--- src/rtl/ipc_mbox_pkg.sv ---
// Package: shared control-register bit positions and per-side control state
// for the two-way mailbox. Assumes a 16-bit control register.
package ipc_mbox_pkg;
    localparam int CTL_W      = 16;
    localparam int B_TX_EMPTY = 0;
    localparam int B_TX_FULL  = 1;
    localparam int B_TX_IEN   = 2;
    localparam int B_FLUSH    = 3;
    localparam int B_RX_EMPTY = 8;
    localparam int B_RX_FULL  = 9;
    localparam int B_RX_IEN   = 10;
    localparam int B_ERR      = 14;
    localparam int B_EN       = 15;

    typedef struct packed {
        logic en;
        logic err;
        logic ien_rx;
        logic ien_tx;
    } ctl_state_t;
endpackage

--- src/rtl/ipc_queue.sv ---
// Module: one-way first-in first-out word queue with a wrapping read index
// and a wrapping write index, plus an occupancy count.
// Assumes: the caller gates push and pop with the enables; flush has priority
// over push; a pop in the flush cycle still returns the head word.
module ipc_queue #(
    parameter int DATA_W = 32,
    parameter int DEPTH  = 16
) (
    input  logic              clk,
    input  logic              rst_n,
    input  logic              flush,
    input  logic              push,
    input  logic [DATA_W-1:0] push_data,
    input  logic              pop,
    output logic [DATA_W-1:0] head_data,
    output logic              push_ok,
    output logic              pop_ok,
    output logic              empty,
    output logic              full,
    output logic              drained
);
    localparam int PTR_W = (DEPTH > 1) ? $clog2(DEPTH) : 1;
    localparam int CNT_W = $clog2(DEPTH + 1);
    localparam logic [PTR_W-1:0] LAST = PTR_W'(DEPTH - 1);
    localparam logic [CNT_W-1:0] FULL_CNT = CNT_W'(DEPTH);

    logic [DATA_W-1:0] mem [DEPTH];
    logic [PTR_W-1:0]  wr_ptr, rd_ptr;
    logic [CNT_W-1:0]  count;

    function automatic logic [PTR_W-1:0] step(input logic [PTR_W-1:0] p);
        return (p == LAST) ? '0 : p + 1'b1;
    endfunction

    // Accept and completion qualifiers
    always_comb begin
        empty     = (count == '0);
        full      = (count == FULL_CNT);
        push_ok   = push & ~full & ~flush;
        pop_ok    = pop & ~empty;
        drained   = pop_ok & ~push_ok & ~flush & (count == CNT_W'(1));
        head_data = mem[rd_ptr];
    end

    // Storage write
    always_ff @(posedge clk) begin
        if (push_ok) mem[wr_ptr] <= push_data;
    end

    // Index and occupancy update
    always_ff @(posedge clk) begin
        if (!rst_n || flush) begin
            wr_ptr <= '0;
            rd_ptr <= '0;
            count  <= '0;
        end else begin
            if (push_ok) wr_ptr <= step(wr_ptr);
            if (pop_ok)  rd_ptr <= step(rd_ptr);
            case ({push_ok, pop_ok})
                2'b10:   count <= count + 1'b1;
                2'b01:   count <= count - 1'b1;
                default: count <= count;
            endcase
        end
    end
endmodule

--- src/rtl/ipc_ctl_reg.sv ---
// Module: one side's control/status register. It holds the enable, the
// sticky error and the two interrupt enables, and it composes the read view
// from the live flags of both queues.
// Assumes: set_err wins over a write-1-to-clear in the same cycle.
module ipc_ctl_reg
    import ipc_mbox_pkg::*;
(
    input  logic             clk,
    input  logic             rst_n,
    input  logic             we,
    input  logic [CTL_W-1:0] wdata,
    input  logic             set_err,
    input  logic             tx_empty,
    input  logic             tx_full,
    input  logic             rx_empty,
    input  logic             rx_full,
    output ctl_state_t       st,
    output logic             flush,
    output logic [CTL_W-1:0] rdata
);
    // Writable state and sticky error
    always_ff @(posedge clk) begin
        if (!rst_n) begin
            st <= '0;
        end else begin
            if (we) begin
                st.en     <= wdata[B_EN];
                st.ien_rx <= wdata[B_RX_IEN];
                st.ien_tx <= wdata[B_TX_IEN];
            end
            if (set_err)                 st.err <= 1'b1;
            else if (we && wdata[B_ERR]) st.err <= 1'b0;
        end
    end

    // Clear-queue command strobe
    assign flush = we & wdata[B_FLUSH];

    // Read view
    always_comb begin
        rdata             = '0;
        rdata[B_EN]       = st.en;
        rdata[B_ERR]      = st.err;
        rdata[B_RX_IEN]   = st.ien_rx;
        rdata[B_RX_FULL]  = rx_full;
        rdata[B_RX_EMPTY] = rx_empty;
        rdata[B_TX_IEN]   = st.ien_tx;
        rdata[B_TX_FULL]  = tx_full;
        rdata[B_TX_EMPTY] = tx_empty;
    end
endmodule

--- src/rtl/ipc_irq_gen.sv ---
// Module: one side's interrupt pulse. It fires one cycle after a word
// arrives for this side or after this side's outgoing queue drains, each
// cause qualified by its own enable.
module ipc_irq_gen (
    input  logic clk,
    input  logic rst_n,
    input  logic arrive,
    input  logic ien_arrive,
    input  logic drain,
    input  logic ien_drain,
    output logic irq
);
    // Registered pulse
    always_ff @(posedge clk) begin
        if (!rst_n) irq <= 1'b0;
        else        irq <= (arrive & ien_arrive) | (drain & ien_drain);
    end
endmodule

--- src/rtl/ipc_mailbox.sv ---
// Module: two-way mailbox top. Queue g is written by side g and read by the
// other side. Each side has a control register, a registered receive output
// and an interrupt line. Side 0 is A and side 1 is B.
// Assumes: DEPTH >= 2; the control write and the data ports of a side are
// sampled in the same clock; enables gate only that side's own ports.
module ipc_mailbox
    import ipc_mbox_pkg::*;
#(
    parameter int DATA_W = 32,
    parameter int DEPTH  = 16
) (
    input  logic              clk,
    input  logic              rst_n,
    input  logic              a_send_valid,
    input  logic [DATA_W-1:0] a_send_data,
    input  logic              a_recv_req,
    output logic [DATA_W-1:0] a_recv_data,
    input  logic              a_ctl_we,
    input  logic [CTL_W-1:0]  a_ctl_wdata,
    output logic [CTL_W-1:0]  a_ctl_rdata,
    output logic              a_irq,
    input  logic              b_send_valid,
    input  logic [DATA_W-1:0] b_send_data,
    input  logic              b_recv_req,
    output logic [DATA_W-1:0] b_recv_data,
    input  logic              b_ctl_we,
    input  logic [CTL_W-1:0]  b_ctl_wdata,
    output logic [CTL_W-1:0]  b_ctl_rdata,
    output logic              b_irq
);
    localparam int SIDES = 2;

    logic [SIDES-1:0] send_v, recv_r, ctl_we, flush, irq;
    logic [SIDES-1:0] push_ok, pop_ok, q_empty, q_full, drained;
    logic [SIDES-1:0] err_tx, err_rx;
    logic [DATA_W-1:0] send_d [SIDES];
    logic [DATA_W-1:0] head   [SIDES];
    logic [DATA_W-1:0] rdat   [SIDES];
    logic [CTL_W-1:0]  ctl_wd [SIDES];
    logic [CTL_W-1:0]  ctl_rd [SIDES];
    ctl_state_t        st     [SIDES];

    // Port-to-array mapping
    always_comb begin
        send_v    = {b_send_valid, a_send_valid};
        recv_r    = {b_recv_req, a_recv_req};
        ctl_we    = {b_ctl_we, a_ctl_we};
        send_d[0] = a_send_data;
        send_d[1] = b_send_data;
        ctl_wd[0] = a_ctl_wdata;
        ctl_wd[1] = b_ctl_wdata;
    end

    assign a_recv_data = rdat[0];
    assign b_recv_data = rdat[1];
    assign a_ctl_rdata = ctl_rd[0];
    assign b_ctl_rdata = ctl_rd[1];
    assign a_irq       = irq[0];
    assign b_irq       = irq[1];

    for (genvar g = 0; g < SIDES; g++) begin : g_side
        localparam int P = SIDES - 1 - g;

        // Error causes seen by this side
        assign err_tx[g] = send_v[g] & st[g].en & q_full[g] & ~flush[g];
        assign err_rx[g] = recv_r[g] & st[g].en & q_empty[P];

        ipc_queue #(.DATA_W(DATA_W), .DEPTH(DEPTH)) u_q (
            .clk       (clk),
            .rst_n     (rst_n),
            .flush     (flush[g]),
            .push      (send_v[g] & st[g].en),
            .push_data (send_d[g]),
            .pop       (recv_r[P] & st[P].en),
            .head_data (head[g]),
            .push_ok   (push_ok[g]),
            .pop_ok    (pop_ok[g]),
            .empty     (q_empty[g]),
            .full      (q_full[g]),
            .drained   (drained[g])
        );

        ipc_ctl_reg u_ctl (
            .clk      (clk),
            .rst_n    (rst_n),
            .we       (ctl_we[g]),
            .wdata    (ctl_wd[g]),
            .set_err  (err_tx[g] | err_rx[g]),
            .tx_empty (q_empty[g]),
            .tx_full  (q_full[g]),
            .rx_empty (q_empty[P]),
            .rx_full  (q_full[P]),
            .st       (st[g]),
            .flush    (flush[g]),
            .rdata    (ctl_rd[g])
        );

        ipc_irq_gen u_irq (
            .clk        (clk),
            .rst_n      (rst_n),
            .arrive     (push_ok[P]),
            .ien_arrive (st[g].ien_rx),
            .drain      (drained[g]),
            .ien_drain  (st[g].ien_tx),
            .irq        (irq[g])
        );

        // Receive data register: head word on success, zero otherwise
        always_ff @(posedge clk) begin
            if (!rst_n)         rdat[g] <= '0;
            else if (recv_r[g]) rdat[g] <= pop_ok[P] ? head[P] : '0;
        end
    end
endmodule

--- config.mk ---
export PLATFORM = sky130hd
export DESIGN_NAME = ipc_mailbox
export DESIGN_NICKNAME = d
export VERILOG_FILES = /design/src/rtl/ipc_mbox_pkg.sv /design/src/rtl/ipc_queue.sv /design/src/rtl/ipc_ctl_reg.sv /design/src/rtl/ipc_irq_gen.sv /design/src/rtl/ipc_mailbox.sv
export SDC_FILE = /design/constraint.sdc
export NUM_CORES = 1
export LEC_CHECK = 0
export BUFFER_PORTS_ARGS = -buffer_cell sky130_fd_sc_hd__clkbuf_2
export CORE_AREA = 2 2 420 422
export CTS_CLUSTER_DIAMETER = 120
export DETAILED_ROUTE_END_ITERATION = 6
export DIE_AREA = 0 0 422 424
export MAX_ROUTING_LAYER = met4
export PLACE_DENSITY = 0.42
export SETUP_SLACK_MARGIN = 0.3
export SLEW_MARGIN = 20
export SYNTH_ARGS = -nofsm -noshare
export SYNTH_HDL_FRONTEND = slang
export SYNTH_SLANG_ARGS = --single-unit
--- constraint.sdc ---
create_clock -name clk -period 5.93 [get_ports clk]
set_input_delay 1.186 -clock clk [delete_from_list [all_inputs] [get_ports clk]]
set_output_delay 1.186 -clock clk [all_outputs]
set_load 0.01 [all_outputs]
# Word-level counts from Yosys, hierarchy flattened
# Memory sizes are Yosys's and may differ from the RTL's. A register that Yosys moved wholly into a read port is not among the register bits.
# Cells that the tools add are included.
[op_classes]
eq_ne = 12
n_bitwise = 42
add_sub_neg = 8
n_reduce_logical = 11
n_mux = 29
[op_table]
columns = ["operator", "n"]
rows = [
  ["32-bit 2-to-1 mux", 4],
  ["4-bit 2-to-1 mux", 8],
  ["1-bit bitwise AND", 28],
  ["5-bit one-hot mux with 2 select lines", 2],
  ["4-bit by 1-bit adder with 4-bit output, second input constant", 4],
  ["4-bit == test, second input constant", 4],
  ["1-bit 2-to-1 mux", 15],
  ["5-bit by 1-bit adder with 5-bit output, second input constant", 2],
  ["5-bit by 1-bit == test with 1-bit output, second input constant", 2],
  ["5-bit == test, second input constant", 2],
  ["5-bit logical NOT", 2],
  ["5-bit by 1-bit subtractor with 5-bit output, second input constant", 2],
  ["1-bit inverter", 8],
  ["2-bit nonzero test", 4],
  ["1-bit OR", 6],
  ["2-bit by 1-bit == test with 1-bit output, second input constant", 2],
  ["2-bit == test, second input constant", 2],
  ["1-bit logical AND", 2],
  ["1-bit logical OR", 2],
  ["1-bit logical NOT", 1],
]
[totals]
in_bits = 104
ram_bits = 1088
out_inout_bits = 98
regBits = 36
elab_cells = 121
memories = 3
[memory_table]
columns = ["name", "words", "width", "rd", "rd_clocked_by_memory_dff", "write_ports", "line_no", "text"]
rows = [
  ["g_side[0].u_q.mem", 16, 32, 1, 1, 1, "ipc_queue.sv:27", "logic [DATA_W-1:0] mem [DEPTH];"],
  ["g_side[1].u_q.mem", 16, 32, 1, 1, 1, "ipc_queue.sv:27", ""],
  ["rdat", 2, 32, 2, 0, 2, "ipc_mailbox.sv:38", "logic [DATA_W-1:0] rdat [SIDES];"],
]

# Longest topological paths before layout
# Gate-level depths: netlist (run 1).
[depth]
depth_word = 10
mapped_depth = 12
depth_no_buf = 10

# Cells and area by module
# Synthesis (run 1) repeated with hierarchy kept, for this count alone.
[unflattened]
hier_cells = 2020
hier_area_um2 = 43325.3
[by_module_without_submodules]
columns = ["mod", "cells_each", "seq_area_each_um2", "instances", "area_per_inst_um2"]
rows = [
  ["ipc_queue", 902, 15715.1, 2, 20095.5],
  ["ipc_mailbox", 146, 1921.8, 1, 2493.6],
  ["ipc_ctl_reg", 32, 80.1, 2, 286.5],
  ["ipc_irq_gen", 3, 20.0, 2, 33.8],
]

# Least setup slack after synthesis (run 1)
# No wires, ideal clock.
[synth_timing]
path_type = "in2reg"
start = "input port b_ctl_we"
end = "memory g_side[1].u_q.mem[11][0] (enable)"
setup_ns = 0.501
n_path_buf = 3
path_stages = 7
required_ns = 5.429
t_arrival_ns = 4.974
path_slack_ns = 0.454
path_cell_list = "clkbuf_1 nand2_1 and3b_1 buf_2 inv_2 buf_4 nor4_1"
[synth_via]
elab_chain_len = 5
[synth_lines]
columns = ["element", "line_no", "text"]
rows = [
  ["start: declaration", "ipc_mailbox.sv:26", "input logic b_ctl_we,"],
  ["1-bit bitwise AND", "ipc_ctl_reg.sv:37", "assign flush = we & wdata[B_FLUSH];"],
  ["1-bit inverter", "ipc_queue.sv:39", "push_ok = push & ~full & ~flush;"],
  ["1-bit bitwise AND", "ipc_queue.sv:39", ""],
  ["1-bit 2-to-1 mux", "ipc_queue.sv:47", "if (push_ok) mem[wr_ptr] <= push_data;"],
  ["1-bit 2-to-1 mux (not written as such)", "ipc_queue.sv:47", ""],
  ["end: declaration", "ipc_queue.sv:27", ""],
]
# No other way between the ends.

# Worst setup path in the final report (run 1)
[layout_timing]
start = "register g_side[1].u_q.count[1]"
end = "output port a_ctl_rdata[8]"
[layout_via]
elab_chain_len = 1
[layout_lines]
columns = ["element", "line_no", "text"]
rows = [
  ["start: declaration", "ipc_queue.sv:29", "logic [CNT_W-1:0] count;"],
  ["start signal: assignment", "ipc_queue.sv:60", "2'b10: count <= count + 1'b1;"],
  ["start signal: assignment", "ipc_queue.sv:61", "2'b01: count <= count - 1'b1;"],
  ["start signal: assignment", "ipc_queue.sv:62", "default: count <= count;"],
  ["5-bit logical NOT", "ipc_queue.sv:37", "empty = (count == '0);"],
  ["end: declaration", "ipc_mailbox.sv:20", "output logic [CTL_W-1:0] a_ctl_rdata,"],
]
# No other way between the ends.

==> results.yml, run 1 <==
synth:
  yosysWarnings: 0
  syn_inst: 1993
  synthFlopType: "edfxtp_1"
  syn_area_per_cell_um2: 21.8
  synth_cell_types: 56
  ys_ff_latch: 1132
  synthArstFlopShare_pct: 0
  ys_seq_area_share_pct: 77.2
  synth.cell_area_mm2: 0.0435
  synth_edf_count: 1088
final_layout:
  syn_to_final_growth_pct: 17.9
  fillers: 17200
  layout_common_cells: "edfxtp_1 (1088), mux4_2 (256), clkbuf_2 (163), clkbuf_16 (136), nand2_1 (86)"
  final_util_pct: 29.3
  drive_gt1_share_pct: 32.7
  stdcell_area_mm2: 0.0512
  final_nets: 2348
  mostFrequentLayoutCell: "edfxtp_1"
placement:
  gp_congestion: 0.723
  place_area_mm2: 0.0471
  numPortBuffers: 163
  dpl.hpwl_mm: 57.1
setup_path:
  cp.required_ns: 4.74
  max_stage_delay_ns: 0.57
  cp_data_arrival_time_ns: 2.29
  slowest_stage: "nor4b_4"
  cp_max_fo: 9
  path_cells: "inv_1 > ha_1 > nor4b_4 > clkbuf_2"
  critPathBufInv: 2
  endpoint_kind: "output port"
  cp_top_family: "simple AND/OR/NAND/NOR gates"
  critical_path_class: "reg -> out"
  r2r_slack_ns: 2.59
  critPathLaunchType: "flop"
clock_tree:
  cts_setup_buffers: 0
  clk_latency_ns: 0.75
  cts_inserted_buffers: 132
  h-tree-depth: 4
  clockBufferDepth: 3
  cts.sinks: 1132
  cts.clk_slew.worst_paths_ns: 0.06
  cts_root_buffer: "clkbuf_16"
  hold_buffers: 0
  cts_resized: 0
  cts_tree: "done"
sta:
  fin_crit_ns: 3.48
  setup_viol_count_final: 0
  relSlewSlack_pct: 29.4
  period_share_pct: 58.7
  fmax_mhz: 287
  skew_ns: 0.0293
  worst_pin_slew_ns: 1.06
  drv_slew: 0
  finalHoldViolCount: 0
  rsz0062_at_grt: "no"
  setup_tns_ns: 0
drt:
  wl_per_cell_um: 22.8
  via_per_inst: 4.29
  num_vias: 20100
  post-route-drc-count: 0
  finalWirelength_mm: 107
  firstDrtPassIters: 5
  drtIter0Drc: 1373
  ant_nets: 0
power_and_ir_drop:
  p_per_area_mw_per_mm2: 327
  vdd_drop_max_v: 0.000266
  power_leakage_nw: 15.6
floorplan:
  fp-row-count: 154
  fp.coreArea_mm2: 0.175
  die-area_mm2: 0.179
  start_util_pct: 24.8
  io_pins: 202
  die_h_um: 424
  die_w_um: 422
global_route:
  grt_pass1_wl_mm: 155
  grtUsageTotal_pct: 12.3
  grt_max_degree: 129
  grt_overflow: 0
  grt_antenna_before_repair: 11
  grt_pass1_vias: 22300
run:
  maxCapViolations: 0
hold_path:
  hold_path_class: "reg -> reg"
run_status:
  status: "finished, final reports clean"
## worst paths after layout
kind / from / to / cells after the start
hold reg to reg: g_side[0].u_q.wr_ptr[1]$_SDFFE_PP0P_ / g_side[0].u_q.wr_ptr[1]$_SDFFE_PP0P_ / 2
setup reg to reg: g_side[1].u_q.count[0]$_SDFFE_PP0P_ / g_side[1].u_q.mem[2][31]$_DFFE_PP_ / 8
setup / recovery: g_side[1].u_q.count[1]$_SDFFE_PP0P_ / a_ctl_rdata[8] / 4
hold / removal: g_side[0].u_q.wr_ptr[1]$_SDFFE_PP0P_ / g_side[0].u_q.wr_ptr[1]$_SDFFE_PP0P_ / 2
## power by group
part,total (W),switching (W),leakage [nW],internal (W)
logic,0.000259,0.000188,3.31,0.0000713
clock network,0.00768,0.00322,2.00,0.00446
registers,0.00881,0.0000188,10.3,0.00879
total,0.0167,0.00343,15.6,0.0133
## registers in the layout, summed over array words and instances (netlist names), named ones only
register,count
g_side.u_ctl.rdata,8
g_side.u_irq.irq,2
g_side.u_q.count,10
g_side.u_q.mem,1024
g_side.u_q.rd_ptr,8
g_side.u_q.wr_ptr,8
rdat,64
## worst reg2reg max path, stage by stage (launching register included)
cell       delay (ns)
dfxtp_1          0.43
inv_1            0.09
ha_1             0.25
nand4bb_4        0.13
and3b_1          0.41
inv_2            0.23
nor3_1           0.26
and2_2           0.66
buf_4            0.51
## layer usage
layer	global-route usage (%)	wire length, um
met4	4.22	2790
met5	-	0
met2	21.5	56200
met1	14.1	43500
met3	2.51	4310
## synth_stat cells, drive strengths merged, types with 3 or more instances
library cell  instances  area share, %
nand2                86           0.74
buf                  95            1.4
xnor2                 5           0.10
nor2b                 7           0.10
dfxtp                44            2.0
o21ai                71           0.82
and3                  4          0.058
nand4b                5           0.10
ha                   20           0.58
nor2                 31           0.27
mux4                256             13
xor2                  6           0.12
nor3                 11           0.13
edfxtp             1088             75
or4b                  3          0.078
nand2b                4          0.058
a211oi                3          0.052
and2                  9           0.13
mux2                 64            1.7
nand4bb               4           0.14
inv                  15           0.13
or3                   3          0.043
mux2i                74            1.7
a21oi                16           0.18
nor4                  3          0.043
nand3                 7          0.081
clkbuf               31           0.27
and4                  4          0.081
## through the flow
step	instances	total power (W)	setup slack, ns	hold WS [ns]
detailed placement	4430	0.00924	1.90	0.502
global route	4675	0.0173	2.28	0.540
global placement	4430	0.00923	1.94	0.495
floorplan	2008	0.00907	0.454	0.462
CTS	4666	0.0170	2.34	0.512
finish	4675	0.0167	2.45	0.509
## kinds of logic after synthesis
kind of cell	after synthesis	share of synthesized area [%]
DFF	1132	77.2
muxes	394	16.6
and+or+nand+nor	190	2.28
buffers and inverters	141	1.77
AOI/OAI and AO/OA	104	1.31
adders and majority gates	20	0.576
xor gates and xnor gates	11	0.222
other	1	0.00863
## cell type report
cell class,instances,area (um2),area share [%]
clock buffers,162,3500,6.84
diodes,9,22.5,0.0440
well taps,2340,2930,5.72
flip-flops and latches,1132,33600,65.6
repair buffers,208,1200,2.35
inverters,15,56.3,0.110
clock inverters,74,577,1.13
multi-input cells,735,9350,18.3
(Power assumes the default switching activity.)
==> run 2, diff against run 1 <==
Settings changed: PLACE_DENSITY 0.42 to 0.43.
Clock period 5.93 ns to 3 ns, I/O delays scaled along.
==> run 2 against run 1 <==
  * Routed wire length decreased by 1.1%
  * Cell area increased by 1.8%
  * Die area is the same
  * Register-to-register slack got worse by 2.1 ns
  * Count of clock-buffer cells in the layout fell by 7
  * Global-route usage shrank 0.30 points
  * Sequential cell count is the same
  * Critical path type unchanged
==> results.yml, run 2 (synthesized netlist as in run 1, its figures left out) <==
final_layout:
  regMostFlops: "g_side.u_q.mem"
  mostFrequentLayoutCell: "edfxtp_1"
  multi_input_area_mm2: 0.00942
  instances_no_fill: 4714
  largestRegisters: "g_side.u_q.mem (1024), rdat (64), g_side.u_q.count (10)"
  drive_gt1_share_pct: 34.2
  syn_to_final_growth_pct: 20.0
  final_util_pct: 29.8
  final_nets: 2390
  largest_reg_flops: 1024
  layout_common_cells: "edfxtp_1 (1088), mux4_2 (256), clkbuf_2 (163), clkbuf_16 (125), nand2_1 (85)"
  seqCellArea_mm2: 0.0336
  fillers: 17000
clock_tree:
  clockBufferDepth: 3
  cts_tree: "done"
  h-tree-depth: 3
  cts.clk_slew.worst_paths_ns: 0.06
  hold_buffers: 0
  cts_root_buffer: "clkbuf_16"
  clk_latency_ns: 0.74
  cts_inserted_buffers: 121
  cts.sinks: 1132
sta:
  relSlewSlack_pct: 54.3
  rsz0062_at_grt: "no"
  drv_slew: 0
  finalHoldViolCount: 0
  fin_crit_ns: 2.61
  period_share_pct: 86.9
  setup_viol_count_final: 0
  fmax_mhz: 384
  worst_pin_slew_ns: 0.686
  skew_ns: 0.0268
drt:
  firstDrtPassIters: 5
  wl_per_cell_um: 22.4
  post-route-drc-count: 0
  finalWirelength_mm: 106
  drtIter0Drc: 1404
  num_vias: 20100
  ant_nets: 0
  via_per_inst: 4.26
run_status:
  status: "finished, final reports clean"
power_and_ir_drop:
  p_per_area_mw_per_mm2: 625
  vdd_drop_max_v: 0.000467
  p_total_w: 0.0326
  power_leakage_nw: 15.9
placement:
  dpl.hpwl_mm: 58.6
  numPortBuffers: 163
  gp_congestion: 0.713
  dp.cells: 4478
floorplan:
  fp-row-count: 154
  start_util_pct: 24.8
  die_w_um: 422
  fp.coreArea_mm2: 0.175
  die_h_um: 424
  die-area_mm2: 0.179
  io_pins: 202
setup_path:
  cp_data_arrival_time_ns: 2.01
  slowest_stage: "or4b_4"
  critical_path_class: "reg -> out"
  critPathLaunchType: "flop"
  cp.required_ns: 2.40
  cp_max_fo: 4
  path_cells: "inv_2 > ha_2 > or4b_4 > inv_4 > clkbuf_2"
  max_stage_delay_ns: 0.48
  endpoint_kind: "output port"
global_route:
  grt_overflow: 0
  grtUsageTotal_pct: 12.0
  grt_pass1_wl_mm: 152
  grt_max_degree: 56
  grt_antenna_before_repair: 13
  grt_pass1_vias: 21900
hold_path:
  hold_path_class: "in -> reg"
run:
  maxCapViolations: 0
==> run 2: cell count changes in the layout (fill, tap and decap cells not counted), sizes merged <==
cell,change
clkbuf,-7
bufinv,+5
clkinvlp,+3
clkinv,-11
inv,-3
buf,+53
diode,-1
==> run 2: final timing paths <==
path                                   startpoint  slack, ns  cells after the start                                      to
max reg2reg   g_side[0].u_q.count[1]$_SDFFE_PP0P_       0.45                     11     g_side[0].u_q.count[3]$_SDFFE_PP0P_
min reg2reg  g_side[0].u_q.wr_ptr[1]$_SDFFE_PP0P_       0.50                      2    g_side[0].u_q.wr_ptr[1]$_SDFFE_PP0P_
max           g_side[0].u_q.count[1]$_SDFFE_PP0P_       0.39                      5                          b_ctl_rdata[8]
min                               a_ctl_wdata[10]       0.14                      3  g_side[0].u_ctl.rdata[10]$_SDFFE_PN0P_
==> run 2: repair_timing <==
item                       in CTS  in global routing
buffers inserted                4                  1
setup endpoints to repair       4                 59
cloned                          0                  0
resized for setup               9                  2
==> run 2: where the power goes <==
part           total [W]  switching (W)  internal (W)
registers         0.0174      0.0000402        0.0174
logic           0.000536       0.000373      0.000163
clock network     0.0146        0.00612       0.00851
==> run 2: through the flow <==
step / TNS, ns / hold WS [ns] / setup WS, ns / area (um2)
after global placement: 0 / 0.498 / 0.332 / 48200
after CTS: 0 / 0.0725 / 0.308 / 52100
final: 0 / 0.140 / 0.393 / 52200
after floorplan: -70.58 / 0.462 / -0.217 / 43600
after global routing: 0 / 0.115 / 0.301 / 52200
after detailed placement: 0 / 0.498 / 0.320 / 48200
==> run 2: layout make-up <==
cell class                      count  share of cell area [%]
Multi-Input combinational cell    735                    18.1
Clock buffer                      155                    6.21
Timing Repair Buffer              261                    4.40
Tap cell                         2340                    5.61
Sequential cell                  1132                    64.4
Inverter                           15                   0.118
Antenna cell                        8                  0.0384
Clock inverter                     68                    1.19
==> run 2: worst max-delay path: cells and delay by family (launching register included) <==
kind | cells | cell delay [ns]
and+or+nand+nor | 1 | 0.48
DFF | 1 | 0.34
buffers and inverters | 3 | 0.29
adders and majority gates | 1 | 0.17
==> run 2: per-layer routing <==
| metal | GRT usage, % | wire [um] | vias to the layer above |
|---|---|---|---|
| met4 | 2.95 | 2460 | 0 |
| met2 | 21.4 | 56200 | 410 |
| li1 | - | - | 8755 |
| met1 | 13.8 | 42500 | 10700 |
| met3 | 2.43 | 4450 | 166 |
| met5 | - | 0 | - |
